## src/rtl/fcd_pkg.sv

```systemverilog
package fcd_pkg;
  typedef enum logic [1:0] {
    MD_ARRAY  = 2'd0,
    MD_QUERY  = 2'd1,
    MD_STATUS = 2'd2
  } mode_e;

  typedef enum logic [1:0] {
    SQ_IDLE,
    SQ_UNL1,
    SQ_UNL2,
    SQ_PROG
  } seq_e;

  typedef enum logic [1:0] {
    CMD_NONE,
    CMD_QUERY,
    CMD_RESET,
    CMD_PROG
  } cmd_e;
endpackage

```

## src/rtl/fcd_seq.sv

```systemverilog
module fcd_seq
  import fcd_pkg::*;
#(
  parameter int unsigned ADDR_W = 12,
  parameter logic [ADDR_W-1:0] UNL_A1 = 12'h555,
  parameter logic [ADDR_W-1:0] UNL_A2 = 12'hAAA,
  parameter logic [7:0] UNL_D1 = 8'hAA,
  parameter logic [7:0] UNL_D2 = 8'h55,
  parameter logic [7:0] OP_QUERY = 8'h90,
  parameter logic [7:0] OP_RESET = 8'hF0,
  parameter logic [7:0] OP_PROG = 8'hA0
) (
  input  logic              clk_i,
  input  logic              rst_ni,
  input  logic              we_i,
  input  logic [ADDR_W-1:0] addr_i,
  input  logic [7:0]        wdata_i,
  output cmd_e              cmd_o,
  output logic              prog_stb_o
);
  seq_e st_q, st_d;

  always_comb begin
    st_d       = st_q;
    cmd_o      = CMD_NONE;
    prog_stb_o = 1'b0;
    if (we_i) begin
      unique case (st_q)
        SQ_IDLE: st_d = (addr_i == UNL_A1 && wdata_i == UNL_D1) ? SQ_UNL1 : SQ_IDLE;
        SQ_UNL1: st_d = (addr_i == UNL_A2 && wdata_i == UNL_D2) ? SQ_UNL2 : SQ_IDLE;
        SQ_UNL2: begin
          st_d = SQ_IDLE;
          if (addr_i == UNL_A1) begin
            if (wdata_i == OP_QUERY)      cmd_o = CMD_QUERY;
            else if (wdata_i == OP_RESET) cmd_o = CMD_RESET;
            else if (wdata_i == OP_PROG) begin
              cmd_o = CMD_PROG;
              st_d  = SQ_PROG;
            end
          end
        end
        SQ_PROG: begin
          prog_stb_o = 1'b1;
          st_d       = SQ_IDLE;
        end
        default: st_d = SQ_IDLE;
      endcase
    end
  end

  always_ff @(posedge clk_i or negedge rst_ni) begin
    if (!rst_ni) st_q <= SQ_IDLE;
    else         st_q <= st_d;
  end
endmodule

```

## src/rtl/fcd_busy.sv

```systemverilog
module fcd_busy #(
  parameter int unsigned BUSY_CYC = 16,
  localparam int unsigned CNT_W = $clog2(BUSY_CYC + 1)
) (
  input  logic clk_i,
  input  logic rst_ni,
  input  logic start_i,
  input  logic stat_rd_i,
  output logic busy_o,
  output logic tog_o
);
  logic [CNT_W-1:0] cnt_q;
  logic             tog_q;

  assign busy_o = (cnt_q != '0);
  assign tog_o  = tog_q;

  always_ff @(posedge clk_i or negedge rst_ni) begin
    if (!rst_ni) begin
      cnt_q <= '0;
      tog_q <= 1'b0;
    end else if (start_i) begin
      cnt_q <= CNT_W'(BUSY_CYC);
      tog_q <= 1'b0;
    end else begin
      if (busy_o) cnt_q <= cnt_q - 1'b1;
      if (busy_o && stat_rd_i) tog_q <= ~tog_q;
    end
  end
endmodule

```

## src/rtl/fcd_store.sv

```systemverilog
module fcd_store #(
  parameter int unsigned MEM_DEPTH = 64,
  parameter int unsigned NSECT = 8,
  localparam int unsigned IDX_W = $clog2(MEM_DEPTH)
) (
  input  logic             clk_i,
  input  logic             rst_ni,
  input  logic             wr_i,
  input  logic [IDX_W-1:0] idx_i,
  input  logic [7:0]       wdata_i,
  output logic [7:0]       rdata_o,
  input  logic             prot_we_i,
  input  logic [NSECT-1:0] prot_wdata_i,
  output logic [NSECT-1:0] prot_o
);
  logic [7:0]       mem_q [MEM_DEPTH];
  logic [NSECT-1:0] prot_q;

  assign rdata_o = mem_q[idx_i];
  assign prot_o  = prot_q;

  for (genvar g = 0; g < MEM_DEPTH; g++) begin : g_cell
    always_ff @(posedge clk_i or negedge rst_ni) begin
      if (!rst_ni)                          mem_q[g] <= '0;
      else if (wr_i && idx_i == IDX_W'(g)) mem_q[g] <= wdata_i;
    end
  end

  always_ff @(posedge clk_i or negedge rst_ni) begin
    if (!rst_ni)        prot_q <= '0;
    else if (prot_we_i) prot_q <= prot_wdata_i;
  end
endmodule

```

## src/rtl/flash_cmd_decoder.sv

```systemverilog
module flash_cmd_decoder
  import fcd_pkg::*;
#(
  parameter int unsigned ADDR_W    = 12,
  parameter int unsigned NSECT     = 8,
  parameter int unsigned MEM_DEPTH = 64,
  parameter int unsigned BUSY_CYC  = 16,
  parameter logic [7:0]  ID_CODE   = 8'hE7
) (
  input  logic              clk_i,
  input  logic              rst_ni,
  input  logic [ADDR_W-1:0] addr_i,
  input  logic [7:0]        wdata_i,
  input  logic              we_i,
  input  logic              re_i,
  input  logic [NSECT-1:0]  sect_sel_i,
  input  logic              prot_we_i,
  input  logic [NSECT-1:0]  prot_wdata_i,
  output logic [7:0]        rdata_o,
  output logic [1:0]        mode_o
);
  localparam int unsigned IDX_W = $clog2(MEM_DEPTH);

  cmd_e             cmd;
  logic             prog_stb, prog_go, busy, tog, sel_prot;
  logic             query_q, pbit_q;
  logic [7:0]       mem_rd, rdata_q;
  logic [NSECT-1:0] prot;
  mode_e            mode;

  fcd_seq #(.ADDR_W(ADDR_W)) u_seq (
    .clk_i     (clk_i),
    .rst_ni    (rst_ni),
    .we_i      (we_i && !busy),
    .addr_i    (addr_i),
    .wdata_i   (wdata_i),
    .cmd_o     (cmd),
    .prog_stb_o(prog_stb)
  );

  fcd_busy #(.BUSY_CYC(BUSY_CYC)) u_busy (
    .clk_i    (clk_i),
    .rst_ni   (rst_ni),
    .start_i  (prog_go),
    .stat_rd_i(re_i),
    .busy_o   (busy),
    .tog_o    (tog)
  );

  fcd_store #(.MEM_DEPTH(MEM_DEPTH), .NSECT(NSECT)) u_store (
    .clk_i       (clk_i),
    .rst_ni      (rst_ni),
    .wr_i        (prog_go),
    .idx_i       (addr_i[IDX_W-1:0]),
    .wdata_i     (wdata_i),
    .rdata_o     (mem_rd),
    .prot_we_i   (prot_we_i),
    .prot_wdata_i(prot_wdata_i),
    .prot_o      (prot)
  );

  // lowest-numbered active select decides
  always_comb begin
    sel_prot = 1'b0;
    for (int i = NSECT - 1; i >= 0; i--)
      if (sect_sel_i[i]) sel_prot = prot[i];
  end

  assign prog_go = prog_stb && !sel_prot;

  always_comb begin
    if (busy)         mode = MD_STATUS;
    else if (query_q) mode = MD_QUERY;
    else              mode = MD_ARRAY;
  end
  assign mode_o = mode;

  always_ff @(posedge clk_i or negedge rst_ni) begin
    if (!rst_ni) begin
      query_q <= 1'b0;
      pbit_q  <= 1'b0;
    end else begin
      if (cmd == CMD_QUERY)                         query_q <= 1'b1;
      else if (cmd == CMD_RESET || cmd == CMD_PROG) query_q <= 1'b0;
      if (prog_go) pbit_q <= wdata_i[7];
    end
  end

  always_ff @(posedge clk_i or negedge rst_ni) begin
    if (!rst_ni) rdata_q <= '0;
    else if (re_i) begin
      unique case (mode)
        MD_QUERY: begin
          if (!addr_i[6] && addr_i[1:0] == 2'b01)
            rdata_q <= (|sect_sel_i) ? ID_CODE : 8'h00;
          else if (!addr_i[6] && addr_i[1:0] == 2'b10)
            rdata_q <= {7'b0, sel_prot};
          else
            rdata_q <= 8'h00;
        end
        MD_STATUS: rdata_q <= {~pbit_q, tog, 6'b0};
        default:   rdata_q <= mem_rd;
      endcase
    end
  end
  assign rdata_o = rdata_q;
endmodule

```

## config.mk

```make
export PLATFORM = sky130hd
export DESIGN_NAME = flash_cmd_decoder
export DESIGN_NICKNAME = d
export VERILOG_FILES = /design/src/rtl/fcd_pkg.sv /design/src/rtl/fcd_seq.sv /design/src/rtl/fcd_busy.sv /design/src/rtl/fcd_store.sv /design/src/rtl/flash_cmd_decoder.sv
export SDC_FILE = /design/constraint.sdc
export NUM_CORES = 1
export LEC_CHECK = 0
export ABC_AREA = 1
export BUFFER_PORTS_ARGS = -buffer_cell sky130_fd_sc_hd__buf_4
export CAP_MARGIN = 20
export CELL_PAD_IN_SITES_DETAIL_PLACEMENT = 1
export CELL_PAD_IN_SITES_GLOBAL_PLACEMENT = 2
export CORE_MARGIN = 5
export CORE_UTILIZATION = 41
export DETAILED_ROUTE_END_ITERATION = 10
export PLACE_DENSITY_LB_ADDON = 0.25
export SKIP_CTS_REPAIR_TIMING = 1
export SLEW_MARGIN = 20
export SYNTH_ARGS = -nofsm -noshare
export SYNTH_HDL_FRONTEND = slang
export SYNTH_SLANG_ARGS = --single-unit
```

## constraint.sdc

```tcl
create_clock -name clk_i -period 4.4 [get_ports clk_i]
set_clock_uncertainty 0.05 [all_clocks]
set_input_delay 0.88 -clock clk_i [delete_from_list [all_inputs] [get_ports clk_i]]
set_output_delay 0.88 -clock clk_i [all_outputs]
set_load 0.01 [all_outputs]
```

# After elaboration in Yosys (flattened, before gate mapping)
# Cells that the tools add are included.
word_totals:
  register_bits: 538
  latch_bits: 0
  ramBits: 0
  romBits: 0
  mem_count: 0
op_classes:
  n_addsub: 1
  multipliers: 0
  div: 0
  magnitude_cmp: 1
  eq_ne: 80
  shift: 0
  muxes: 37
  bitwise: 3
  reduce_logical: 82
op_table:
  columns: ["cell", "count"]
  rows:
  - ["$eq 6x6->1 const B", 32]
  - ["$eq 6x5->1 const B", 16]
  - ["$logic_and 1x1->1", 71]
  - ["$bmux 8 s6", 1]
  - ["$eq 6x4->1 const B", 8]
  - ["$eq 8x8->1 const B", 4]
  - ["$mux 8", 4]
  - ["$eq 6x3->1 const B", 4]
  - ["$mux 2", 11]
  - ["$mux 1", 17]
  - ["$pmux 8 s2", 1]
  - ["$eq 12x11->1 const B", 1]
  - ["$eq 12x12->1 const B", 1]
  - ["$eq 2x2->1 const B", 6]
  - ["$eq 6x2->1 const B", 2]
  - ["$mux 5", 2]
  - ["$eq 2x1->1 const B", 4]
  - ["$eq 8x7->1 const B", 1]
  - ["$pmux 2 s4", 1]
  - ["$reduce_or 8->1", 1]
  - ["$ge 7x7->1 const B", 1]
  - ["$not 6->7", 1]
  - ["$eq 6x1->1 const B", 1]
  - ["$logic_not 6->1", 1]
  - ["other kinds (7)", 12]

# Longest topological paths before layout
# Gate-level depths: netlist of the first run.
logic_depth:
  depth_word: 11
  ltp_mapped: 16
  ltp_nobuf: 13

# Modules after synthesis
# Synthesis of the first run repeated with hierarchy kept, for this count alone.
hier_totals:
  cells_unflattened: 3512
  hier_area_um2: 26004.9
modules_own_cells:
  columns: ["module", "n_inst", "cells_each", "area_per_inst_um2"]
  rows:
  - ["fcd_store", 1, 3299, 24647.4]
  - ["flash_cmd_decoder", 1, 88, 616.8]
  - ["fcd_seq", 1, 87, 429.2]
  - ["fcd_busy", 1, 38, 311.5]

# Least setup slack after synthesis of the first run
# No wires, ideal clock.
synth_timing:
  kind: "in2reg"
  startpoint: "in addr_i[1]"
  endpoint: "reg u_store.mem_q[341] in the netlist's numbering"
  setup_time_ps: 132
  arrival_time_ps: 2125
  path_slack_ps: 2093
  stages: 9
  path_cell_list: "buf_2 nor2_1 buf_4 nand2_1 nor2_1 nand2_4 buf_6 nand2_1 o21ai_1"
synth_between:
  elab_chain_cells: 2
synth_rtl:
  columns: ["item", "line", "text"]
  rows:
  - ["start, declared", "flash_cmd_decoder.sv:12", "input logic [ADDR_W-1:0] addr_i,"]
  - ["$eq 6x5->1", "fcd_store.sv:25", "else if (wr_i && idx_i == IDX_W'(g)) mem_q[g] <= wdata_i;"]
  - ["$logic_and 1x1->1", "fcd_store.sv:25", null]
  - ["end signal, assigned by index", "fcd_store.sv:25", null]
  - ["end, declared", "fcd_store.sv:16", "logic [7:0] mem_q [MEM_DEPTH];"]
# Every way passes these cells.
# A chain may end at the register's enable or synchronous reset.

# Worst setup path in the final report of the first run
layout_timing:
  startpoint: "reg u_busy.cnt_q[0]"
  endpoint: "reg u_store.mem_q[293] in the netlist's numbering"
layout_between:
  elab_chain_cells: 6
layout_rtl:
  columns: ["item", "line", "text"]
  rows:
  - ["start, declared", "fcd_busy.sv:12", "logic [CNT_W-1:0] cnt_q;"]
  - ["start signal, assigned", "fcd_busy.sv:23", "cnt_q <= CNT_W'(BUSY_CYC);"]
  - ["start signal, assigned", "fcd_busy.sv:26", "if (busy_o) cnt_q <= cnt_q - 1'b1;"]
  - ["$reduce_bool 5->1", "fcd_busy.sv:15", "assign busy_o = (cnt_q != '0);"]
  - ["$logic_not 1->1", "flash_cmd_decoder.sv:34", ".we_i (we_i && !busy),"]
  - ["$logic_and 1x1->1", "flash_cmd_decoder.sv:34", null]
  - ["$mux 1", "fcd_seq.sv:27", "if (we_i) begin"]
  - ["$logic_and 1x1->1", "flash_cmd_decoder.sv:69", "assign prog_go = prog_stb && !sel_prot;"]
  - ["$logic_and 1x1->1", "fcd_store.sv:25", null]
# Every way passes these cells.

==> results.txt, run 1 <==
The run finished with clean final reports. In this run, distinct cell masters in the synthesized netlist total 36. Dividing total power by cell area gives a power density of 382 mW/mm^2. The clock input transition at the sequential cells of the worst setup and hold paths was 0.06 ns; the largest buffer count on any clock path was 3. The critical path runs through a total of 15 cells. Headroom to the max-slew limit came out at 25.7%.

The terminus of the critical flop-to-flop path is u_store.mem_q[293]$_DFFE_PN0P_. Adding up every negative setup slack in the final design gives 0 ns. The tools report the max-capacitance violation count as 0.

The measured slew at the worst slew-check pin came out at 1.11 ns. The cell with the largest stage delay on the worst path is sky130_fd_sc_hd__dfrtp_1. For the final instance count without filler cells, the log shows 4143. The final period utilization was 76.4%. Using the TritonRoute via totals, the vias-per-cell ratio works out to 5.41.

The logs give 23400 for the number of global-route vias before repair and 51 for the number of placed I/O pins. The tools report the largest net degree at the start of global routing as 94. sky130_fd_sc_hd__dfrtp_1 takes more of the synthesized area than any other cell. The master cell of the clock root buffer was sky130_fd_sc_hd__clkbuf_16. TritonCTS built the clock tree. The cell count after placement came out at 4038. Counting every net in the synthesized netlist gives 3368. Cells fill 46.0% of the core in the end. STA classifies the critical path endpoint as a flop. Number of synthesized register bits: 538.

Grouping stages by cell kind, the critical path spends the most delay in buffers and inverters. Net switching is 24.5% of the power. Summed over all nets, the half-perimeter wirelength after detailed placement is 56500 um. The final number of setup-violating endpoints was 0; the depth of the worst register-to-register path was 15. Data on the critical path arrives at its endpoint at 3.78 ns. Traced cell by cell, the critical path runs through inv_1 > ha_1 > inv_1 > nor2_1 > nand2_1 > clkinv_2 > nand2_4 > nor3_2 > nand2_2 > inv_4 > buf_12 > buf_4 > nand2_4 > nand2_1 > o21ai_1.

For the final antenna diode count, the log shows 0. For the required time of the critical path, the log shows 4.82 ns. The mean post-synth cell area was 7.68 um^2. Global routing used 26.6% of the available tracks.

The clock share of power was 47.2%; the maximum level of the CTS H-tree was 2. Compared with the post-synthesis result, the final layout area differs by 11.1%. The final layout contains routed wiring with a total length of 89400 um. The peak supply drop was 0.000295 V; the register-to-register setup slack was 1.04 ns. For the clock sink total, the log shows 538.

The post-synthesis sequential area ratio is 52.8%, and the total buffers and inverters traversed by the critical path is 6. For the starting density of the core, the log shows 41.4%. The most critical setup path has its startpoint at u_busy.cnt_q[0]$_DFFE_PN0P_. The analysis attributes to net switching a power of 0.00266 W.

For this block, the initial DRC count from the detailed router was 1616. Clock tree synthesis inserted a total of 61 buffers. The floorplan step defined a die boundary enclosing 0.0673 mm^2. Count of final hold-check violations: 0. Placeable core area: 0.0617 mm^2. The post-layout net count was 3308. In the final routed layout, each cell accounts on average for 21.6 um.

The later pin in the worst-skew pair is clocked with a latency of 0.64 ns. Setup repair after global routing left no endpoint under its margin. By startpoint and endpoint, the worst setup path is classified as flop to flop.

During placement, the flow inserted port buffers numbering 50. Internal power comes to 0.00818 W. The floorplan die width works out to 259 um. Summing every instance area after synthesis gives 0.0255 mm^2.

Maximum single-stage delay on the critical path: 0.40 ns. Setup slack closes at 1.04 ns. The most critical setup path has its endpoint at u_store.mem_q[293]$_DFFE_PN0P_. In the post-synthesis netlist, the biggest area contributors are sky130_fd_sc_hd__dfrtp_1 (53%), sky130_fd_sc_hd__nand2_1 (25%), sky130_fd_sc_hd__o21ai_0 (6.3%).

The shortest period the worst path allows is 3.36 ns, and the DRC violations left is 0. The tools report the start of the worst register-to-register path as u_busy.cnt_q[0]$_DFFE_PN0P_. In this run the worst hold path is classified as input port to async pin. The via total after detailed routing was 22400. The number of antenna violations at the first check in global routing was 0; the fraction of synthesized cell area taken by the top area cell type was 52.8%.

For this run, the number of Yosys warnings is 0. Kind of start point of the critical path: a flop. The relative contribution of combinational cells to total power is 6.3%.

The share of total power dissipated in sequential elements is 46.5%. The vertical die dimension was 259 um; the highest net fanout along the worst path was 48. Timing would allow up to 297 MHz.

The initialized floorplan defines 91 standard-cell rows. The final weighted congestion of routability-driven global placement is 0.860, and the number of search-and-repair iterations in the first detailed-routing pass is 7. Hold timing on the final database bottoms out at a slack of 0.283 ns. Once detail routing completed, the nets flagged for antenna violations numbered 0.

The first global-routing pass estimated 141000 um of wire. The max-slew violation count was 0; the fraction of layout cells with a size suffix above 1 was 7.77%. The leakage power summed over all cells was 14.1 nW; the instance count of the mapped netlist was 3325. Before CTS, the worst setup slack after placement is 0.599 ns. After global routing the overflow that remains totals 0.
state kept, by name, indices dropped and copies added, names as in the netlist:
signal	flops
u_busy.cnt_q	5
rdata_o	8
u_busy.tog_o	1
query_q	1
u_store.mem_q	512
pbit_q	1
u_store.prot_o	8
u_seq.st_q	2
cell type report:
type                            instances  area, um^2
Inverter                               42         164
Clock inverter                         10         131
Sequential cell                       538       13500
Clock buffer                           94        1850
Tap cell                              837        1050
Timing Repair Buffer                  104         958
Multi-Input combinational cell       2518       10700
Fill cell                            7560       33400
power groups by stage:
stage | Sequential (W) | Clock, W | Combinational, W
final | 0.00504 | 0.00511 | 0.000684
after global routing | 0.00504 | 0.00545 | 0.000741
after CTS | 0.00503 | 0.00523 | 0.000693
after detailed placement | 0.00512 | 0 | 0.000686
after global placement | 0.00512 | 0 | 0.000668
after floorplan | 0.00512 | 0 | 0.000298
Yosys cell counts (all sizes together):
cell and count:
nand4 59, ha 2, buf 108, or2 1, dfrtp 538, xor2 2
o21a 1, o22ai 1, inv 39, o21ai 459, nor4 8, clkbuf 119
nor3 7, nand3 74, a21oi 14, a211oi 1, nor2 171, clkinv 3
o21bai 1, mux2 4, o211ai 1, a22oi 24, nand2 1688
per-stage QoR:
step	cell area, um^2	power [W]
after floorplan	25500	0.00541
after global placement	26400	0.00578
after detailed placement	26400	0.00581
after CTS	28300	0.0110
after global routing	28400	0.0112
final	28400	0.0108
layout by cell type (no fill, tap or decap), drive strengths merged, types with 2 or more instances in the layout:
cell type  instances
nor4               8
nor3               7
nand4             59
inv               40
nand2           1688
a21oi             14
clkbuf            94
ha                 2
bufinv             3
mux2               4
nand3             74
o21ai            459
nor2             171
dfrtp            538
clkinv             8
xor2               2
a22oi             24
buf              104
cells by family (layout without fill, tap and decap cells):
logic type	Yosys count	in the layout	synth area share, %
fa+ha+maj	2	2	0.0980
mux	4	4	0.176
simple gates	2008	2008	31.3
buf+inv	269	250	5.23
xor+xnor	2	2	0.0686
flops	538	538	52.8
compound gates	502	502	10.4
worst min path at each step:
stage	endpoint	depth (start not counted)
after global placement	u_store.mem_q[351]$_DFFE_PN0P_	2
after CTS	u_store.mem_q[6]$_DFFE_PN0P_	1
after floorplan	u_store.mem_q[103]$_DFFE_PN0P_	2
after detailed placement	u_store.mem_q[15]$_DFFE_PN0P_	2
after global routing	u_store.mem_q[118]$_DFFE_PN0P_	1
final	u_store.mem_q[409]$_DFFE_PN0P_	1
routing by layer:
layer	global-route usage, %	part of all wire, %
met5	0	0
met1	36.3	45
met2	44.3	48
met3	3.05	4.0
met4	8.95	3.4
Note: power is estimated with default switching activity, not from simulation.
==> inputs of run 2 (changes only) <==
CORE_UTILIZATION = 34   (was 41)
clock period = 3 ns   (was 4.4 ns; I/O delays follow)
==> run 2 against run 1 <==
Net effect: the run now ends with negative hold slack left; largest power group unchanged; core utilization decreased by 6.9 points; clock-buffer cell count increased by 2; first-iteration DRC count decreased by 24%; worst setup slack got worse by 0.76 ns; flip-flop and latch count unchanged; via count decreased by 0.68%; wire length increased by 2.7%; highest routed layer unchanged; worst hold slack got worse by 0.29 ns; critical endpoint is now u_store.mem_q[394]$_DFFE_PN0P_; critical path type unchanged.
==> results.txt, run 2 (same netlist as run 1, synthesis figures left out) <==
The count of final hold-check violations was 1; the number of placed I/O pins was 51. The run finished, with violations left. The final weighted congestion of routability-driven global placement was 0.804; the shortest period the worst path allows was 2.72 ns. The number of placed instances, taps included, is 4200. The pre-antenna-repair detailed-routing pass consisted of 5 iterations. The average wire per cell in the routed design was 21.3 um.

The final reports fail on negative hold slack. For the worst setup path, the data arrival time is 3.17 ns. The number of global-route vias before repair is 23700, and the detailed-route vias per instance is 5.16. In this run the worst path has a maximum fanout of 34. The tools report the via total after detailed routing as 22300.

VDD sags by at most 0.000343 V. Source of the critical timing path: u_busy.cnt_q[0]$_DFFE_PN0P_. The full die area was 0.0806 mm^2.

The slowest stage of the critical path is the sky130_fd_sc_hd__dfrtp_1 cell. The run gives 0.61 ns as the clock latency on the worst-skew pair. The startpoint identified for the worst register-to-register timing path is u_busy.cnt_q[0]$_DFFE_PN0P_. Path type of the worst min-delay path: input port to async pin. The clock sink total is 538. The top register by number of flip-flops is u_store.mem_q. Dividing the final minimum period by the clock period gives 90.8%.

The tools report the kind of start point of the critical path as a flop. Leaving out fill and tap cells, the most frequent cell in the layout is sky130_fd_sc_hd__nand2_1. The switching part of the total power was 24.9%; the measured slew at the worst slew-check pin was 1.01 ns. The number of flip-flops under the largest register name came out at 512. From left edge to right edge, the die measures 284 um. The number of I/O port buffers was 50; the total clock buffers created by CTS was 66.

The internal portion of the total power is 0.0124 W. The global-route wire length before repair came out at 143000 um. The row count was 100. The area growth from synthesis to layout is 14.0%. The logs give 3.44 ns for the required time of the critical path and 1229 for the number of DRC markers after the initial detailed-route iteration. For the leakage power summed over all cells, the log shows 14.4 nW.

Clock tree synthesis selected as its root buffer the cell sky130_fd_sc_hd__clkbuf_16. TritonCTS built the clock tree. The run gives 0 as the number of antenna violations at the first check in global routing. Total buffers and inverters traversed by the critical path: 5. The routed wire length is 91800 um, and the max-slew violation count is 0.

The setup TNS is 0 ns. Global routing used 22.6% of the available tracks across all layers. In the layout the commonest cells are sky130_fd_sc_hd__nand2_1 (1664), sky130_fd_sc_hd__dfrtp_1 (538), sky130_fd_sc_hd__o21ai_0 (319). The design draws 0.0165 W.

Derived from the worst setup path, the maximum achievable clock frequency is 367 MHz. Final antenna diode count: 0. The worst hold slack after final layout was -0.00251 ns; the normalized max-slew margin was 32.7%. The fraction of layout cells with a size suffix above 1 is 9.03%, and the clock share of power is 48.8%.

The detail route stage leaves a number of antenna-violating nets equal to 0. Once the floorplan was initialized, standard cells occupied 34.3% of the core. Once detailed placement completed, the half-perimeter wirelength came to 59300 um. Walking the worst path, the cells encountered are inv_1 > ha_1 > inv_1 > nor2_1 > nand2_1 > clkinv_2 > nand2_4 > nor3_2 > nand2_2 > inv_4 > buf_12 > nand2_1 > o21ai_0.

After global routing the overflow that remains totals 0. The placeable core area is 0.0744 mm^2. After detailed routing, the number of remaining DRC violations is 0. Power spread over the standard cell area amounts to 566 mW/mm^2. The max-capacitance violation count is 0. The critical path is of the flop to flop type. The net count of the finished layout is 3342. The logs give 80 for the largest net degree at the start of global routing and 4315 for the final instance count without filler cells. The endpoint type of the worst setup path was a flop.

On the worst path, the slowest cell contributes a delay of 0.39 ns. Setup repair after global routing could not meet its margin everywhere. The clock input transition at the sequential cells of the worst setup and hold paths is 0.06 ns. Sequential cells account for 44.8% of the total power. Setup violations remaining at the end of the flow were counted as 0. The tools report the power spent charging and discharging nets as 0.00409 W.

Vertical die dimension: 284 um. The H-tree was split into 3 levels. The family with the most delay on the worst path is simple AND/OR/NAND/NOR gates. The longest clock path from root to sink contains 3 buffers. In this run, the combinational gates consume 6.4% of the power.
-- run 2: cell count changes in the layout (fill, tap and decap cells not counted), sizes merged --
cell / delta
clkbuf: +2
buf: +29
clkinvlp: -1
clkinv: +10
-- run 2: worst paths after layout --
| path | endpoint | slack [ns] | depth (start not counted) |
|---|---|---|---|
| setup / recovery | u_store.mem_q[394]$_DFFE_PN0P_ | 0.28 | 13 |
| hold / removal | u_store.mem_q[496]$_DFFE_PN0P_ | -0.003 | 1 |
| setup reg to reg | u_store.mem_q[394]$_DFFE_PN0P_ | 0.28 | 13 |
| hold reg to reg | u_store.mem_q[159]$_DFFE_PN0P_ | 0.42 | 2 |
| max in group asynchronous | u_store.mem_q[279]$_DFFE_PN0P_ | 1.98 | 2 |
| min in group clk_i | u_store.prot_o[5]$_DFFE_PN0P_ | 0.15 | 3 |
-- run 2: per-layer routing --
metal	vias up	track usage, %	share of wire, %
li1	10500	-	-
met1	11200	30.5	46
met2	375	38.2	48
met3	136	3.14	3.4
met4	0	6.46	3.0
met5	-	0	0
-- run 2: per-stage QoR --
| step | hold slack, ns | instance area [um^2] | setup WS, ns | util, % |
|---|---|---|---|---|
| after floorplan | 0.254 | 25500 | 0.973 | - |
| after global placement | 0.404 | 26900 | 0.0686 | 36.2 |
| after detailed placement | 0.409 | 26900 | 0.0400 | 36.2 |
| after CTS | -0.00170 | 29100 | 0.211 | 39.1 |
| after global routing | 0.00336 | 29100 | -0.0241 | 39.1 |
| final | -0.00251 | 29100 | 0.277 | 39.1 |
-- run 2: power by group through the flow --
stage                     Combinational [W]  Clock, W  Sequential, W
final                               0.00106   0.00803        0.00738
after global routing                0.00115   0.00852        0.00739
after CTS                           0.00108   0.00825        0.00738
after detailed placement            0.00108         0        0.00751
after global placement              0.00105         0        0.00751
after floorplan                    0.000437         0        0.00750
-- run 2: layout make-up --
| type | instances | area (um^2) |
|---|---|---|
| clock inverters | 19 | 219 |
| multi-input cells | 2518 | 10700 |
| clock buffers | 96 | 1960 |
| inverters | 42 | 164 |
| well taps | 969 | 1210 |
| repair buffers | 133 | 1340 |
| flip-flops and latches | 538 | 13500 |
| fillers | 8978 | 45300 |
==> inputs of run 3 (changes only) <==
CORE_UTILIZATION = 41   (was 34)
clock period = 3.4 ns   (was 3 ns; I/O delays follow)
==> run 3 against run 2 <==
Net effect: the flow now finishes without violations; via count grew 1.1%; worst hold slack improved by 0.23 ns; flip-flop and latch count unchanged; cell area is 1.9% lower; worst setup slack better by 0.24 ns; combinational power decreased by 15%; power shrank 15%; register-to-register slack better by 0.24 ns; sequential share of layout area up 0.87 points; cell count shrank 3.6%; clock power shrank 17%; critical path depth rose by 1; critical path type unchanged; critical endpoint is now u_store.mem_q[147]$_DFFE_PN0P_; largest cell class unchanged; largest power group unchanged.
==> results.txt, run 3 (same netlist as run 1, synthesis figures left out) <==
The flow ran to the end, and the final reports show no timing, DRC or antenna violations. For the global-route wire length before repair, the log shows 139000 um. Fraction of layout cells with a size suffix above 1: 8.28%. CTS saw 538 sinks.

For this block, the routed nets add up to 88300 um of wire. The final instance count without filler cells came out at 4159. The data arrival time at the worst-slack endpoint is 3.29 ns, and the number of I/O port buffers is 50. For the DRC violations left, the log shows 0. The max-capacitance violation count was 0. Grouping stages by cell kind, the critical path spends the most delay in simple AND/OR/NAND/NOR gates. The tools report the kind of start point of the critical path as a flop.

For the number of global-route vias before repair, the log shows 23600. The clock input transition at the sequential cells of the worst setup and hold paths is 0.06 ns. At the worst endpoint, the required time is 3.81 ns.

The logs give 0 for the post-route antenna net violation count and 41.4% for the starting density of the core. The library cells used most frequently in the layout, excluding fill and tap cells, are sky130_fd_sc_hd__nand2_1 (1666), sky130_fd_sc_hd__dfrtp_1 (538), sky130_fd_sc_hd__o21ai_0 (319). The number of placed I/O pins is 51, and the shortest period the worst path allows is 2.88 ns.

The die is 259 um tall. Counting tap cells, the placed design contains a total of 4048 instances. Summed over all failing endpoints, the final setup total negative slack is 0 ns. For this design the ratio of total power to cell area is 493 mW/mm^2. The clock latency on the worst-skew pair was 0.63 ns.

The number of flip-flops under the largest register name was 512. The maximum level of the CTS H-tree came out at 2. Hold is met by 0.223 ns. In the finished design, the share of the clock period the worst path needs comes to 84.8%. The max-slew violation count came out at 0. The run gives 0 as the number of antenna violations at the first check in global routing. The detailed-route vias per instance is 5.41. Setup repair after global routing left no endpoint under its margin. For the post-layout net count, the log shows 3316. Category of the most critical setup path: flop to flop. From synthesis to final layout, the design area changed by 11.9%.

The cell that appears most often on the critical path is sky130_fd_sc_hd__nand2_1. The highest net fanout along the worst path works out to 46. The die is 259 um wide. The signal on the critical path passes through inv_1 > ha_1 > inv_1 > nor2_1 > nand2_1 > clkinv_2 > nand2_4 > nor3_2 > nand2_2 > inv_4 > buf_12 > nand2_1 > nand2_1 > o21ai_0. The tools report the endpoint type of the worst setup path as a flop.

TritonCTS built the clock tree. Detailed routing inserted a total of 22500 vias. Setup violations remaining at the end of the flow were counted as 0. The measured slew at the worst slew-check pin came out at 0.932 ns. Entering global routing, the biggest net connects 79 pins.

Top register by number of flip-flops: u_store.mem_q. The most common library cell in the layout ignoring fill and taps was sky130_fd_sc_hd__nand2_1. The tools report the overflow left after global routing as 0. The logs give 5 for the number of search-and-repair iterations in the first detailed-routing pass and 0.0673 mm^2 for the full die area. In this run the clock root is driven by a sky130_fd_sc_hd__clkbuf_16. In this run the static leakage power is 14.2 nW. The highest achievable clock rate came out at 347 MHz. The tools report the placeable core area as 0.0617 mm^2. For this run, the total global-route usage over all layers was measured as 26.2%. After the first detailed-routing iteration, the DRC count stood at 1637.

The post-DP HPWL is 55800 um, and the final total power is 0.0141 W. Fill cells in the final layout number 7585. The congestion estimate from routability-driven global placement came to 0.809. Headroom to the max-slew limit came out at 37.9%. After detailed routing, the average wire length per cell comes to 21.2 um. 0 antenna diodes ended up in the layout.

The cell with the largest stage delay on the worst path is sky130_fd_sc_hd__dfrtp_1. Together, buffers and inverters on the worst path number 5. The peak supply drop was 0.000377 V. For this run, the slowest stage of the critical path takes 0.40 ns. The longest clock path from root to sink contains 3 buffers.

The number of clock buffers added by TritonCTS is 59. The path class of the tightest hold or removal check is input port to flop. For the row count, the log shows 91. Count of final hold-check violations: 0.
[run 3: path summary, 6_finish.rpt]
kind                                                startpoint                              to  slack [ns]  cells past startpoint
worst max register to register     u_busy.cnt_q[0]$_DFFE_PN0P_  u_store.mem_q[147]$_DFFE_PN0P_        0.52                     14
max in group asynchronous                               rst_ni  u_store.mem_q[117]$_DFFE_PN0P_        1.82                      3
worst max-delay path               u_busy.cnt_q[0]$_DFFE_PN0P_  u_store.mem_q[147]$_DFFE_PN0P_        0.52                     14
worst min register to register  u_store.mem_q[271]$_DFFE_PN0P_  u_store.mem_q[271]$_DFFE_PN0P_        0.42                      2
min in group asynchronous                               rst_ni  u_store.mem_q[401]$_DFFE_PN0P_        0.56                      2
worst min-delay path                           prot_wdata_i[2]   u_store.prot_o[2]$_DFFE_PN0P_        0.22                      3
[run 3: layout make-up]
| cell class | instances | area [um^2] | share of cell area, % |
|---|---|---|---|
| sequential | 538 | 13500 | 47.1 |
| inverter | 42 | 164 | 0.574 |
| clock inverter | 17 | 185 | 0.648 |
| tap | 837 | 1050 | 3.67 |
| multi-input combinational | 2518 | 10700 | 37.6 |
| timing repair buffer | 114 | 1130 | 3.95 |
| clock buffer | 93 | 1840 | 6.43 |
[run 3: per-stage QoR]
step                      area (um^2)  utilization (%)  setup WS (ns)
after floorplan                 25500                -           1.29
after global placement          26500             43.0          0.409
after detailed placement        26500             43.0          0.372
after CTS                       28600             46.3          0.515
after global routing            28600             46.3          0.272
final                           28600             46.3          0.518
[run 3: report_power, final]
group,internal [W],switching [W]
logic,0.000209,0.000690
registers,0.00646,0.0000506
clock network,0.00391,0.00275
total,0.0106,0.00349
[run 3: per-layer routing]
metal	wire, um	global-route usage, %
met1	39800	36.3
met2	41200	42.6
met3	4130	3.52
met4	3130	8.85
met5	0	0
[run 3: worst reg2reg max path, delay by kind of cell (launching register included)]
family | cells | cell delay, ns
DFF | 1 | 0.40
and+or+nand+nor | 7 | 1.12
adders and majority gates | 1 | 0.17
buffers and inverters | 5 | 0.86
AOI/OAI and AO/OA | 1 | 0.11
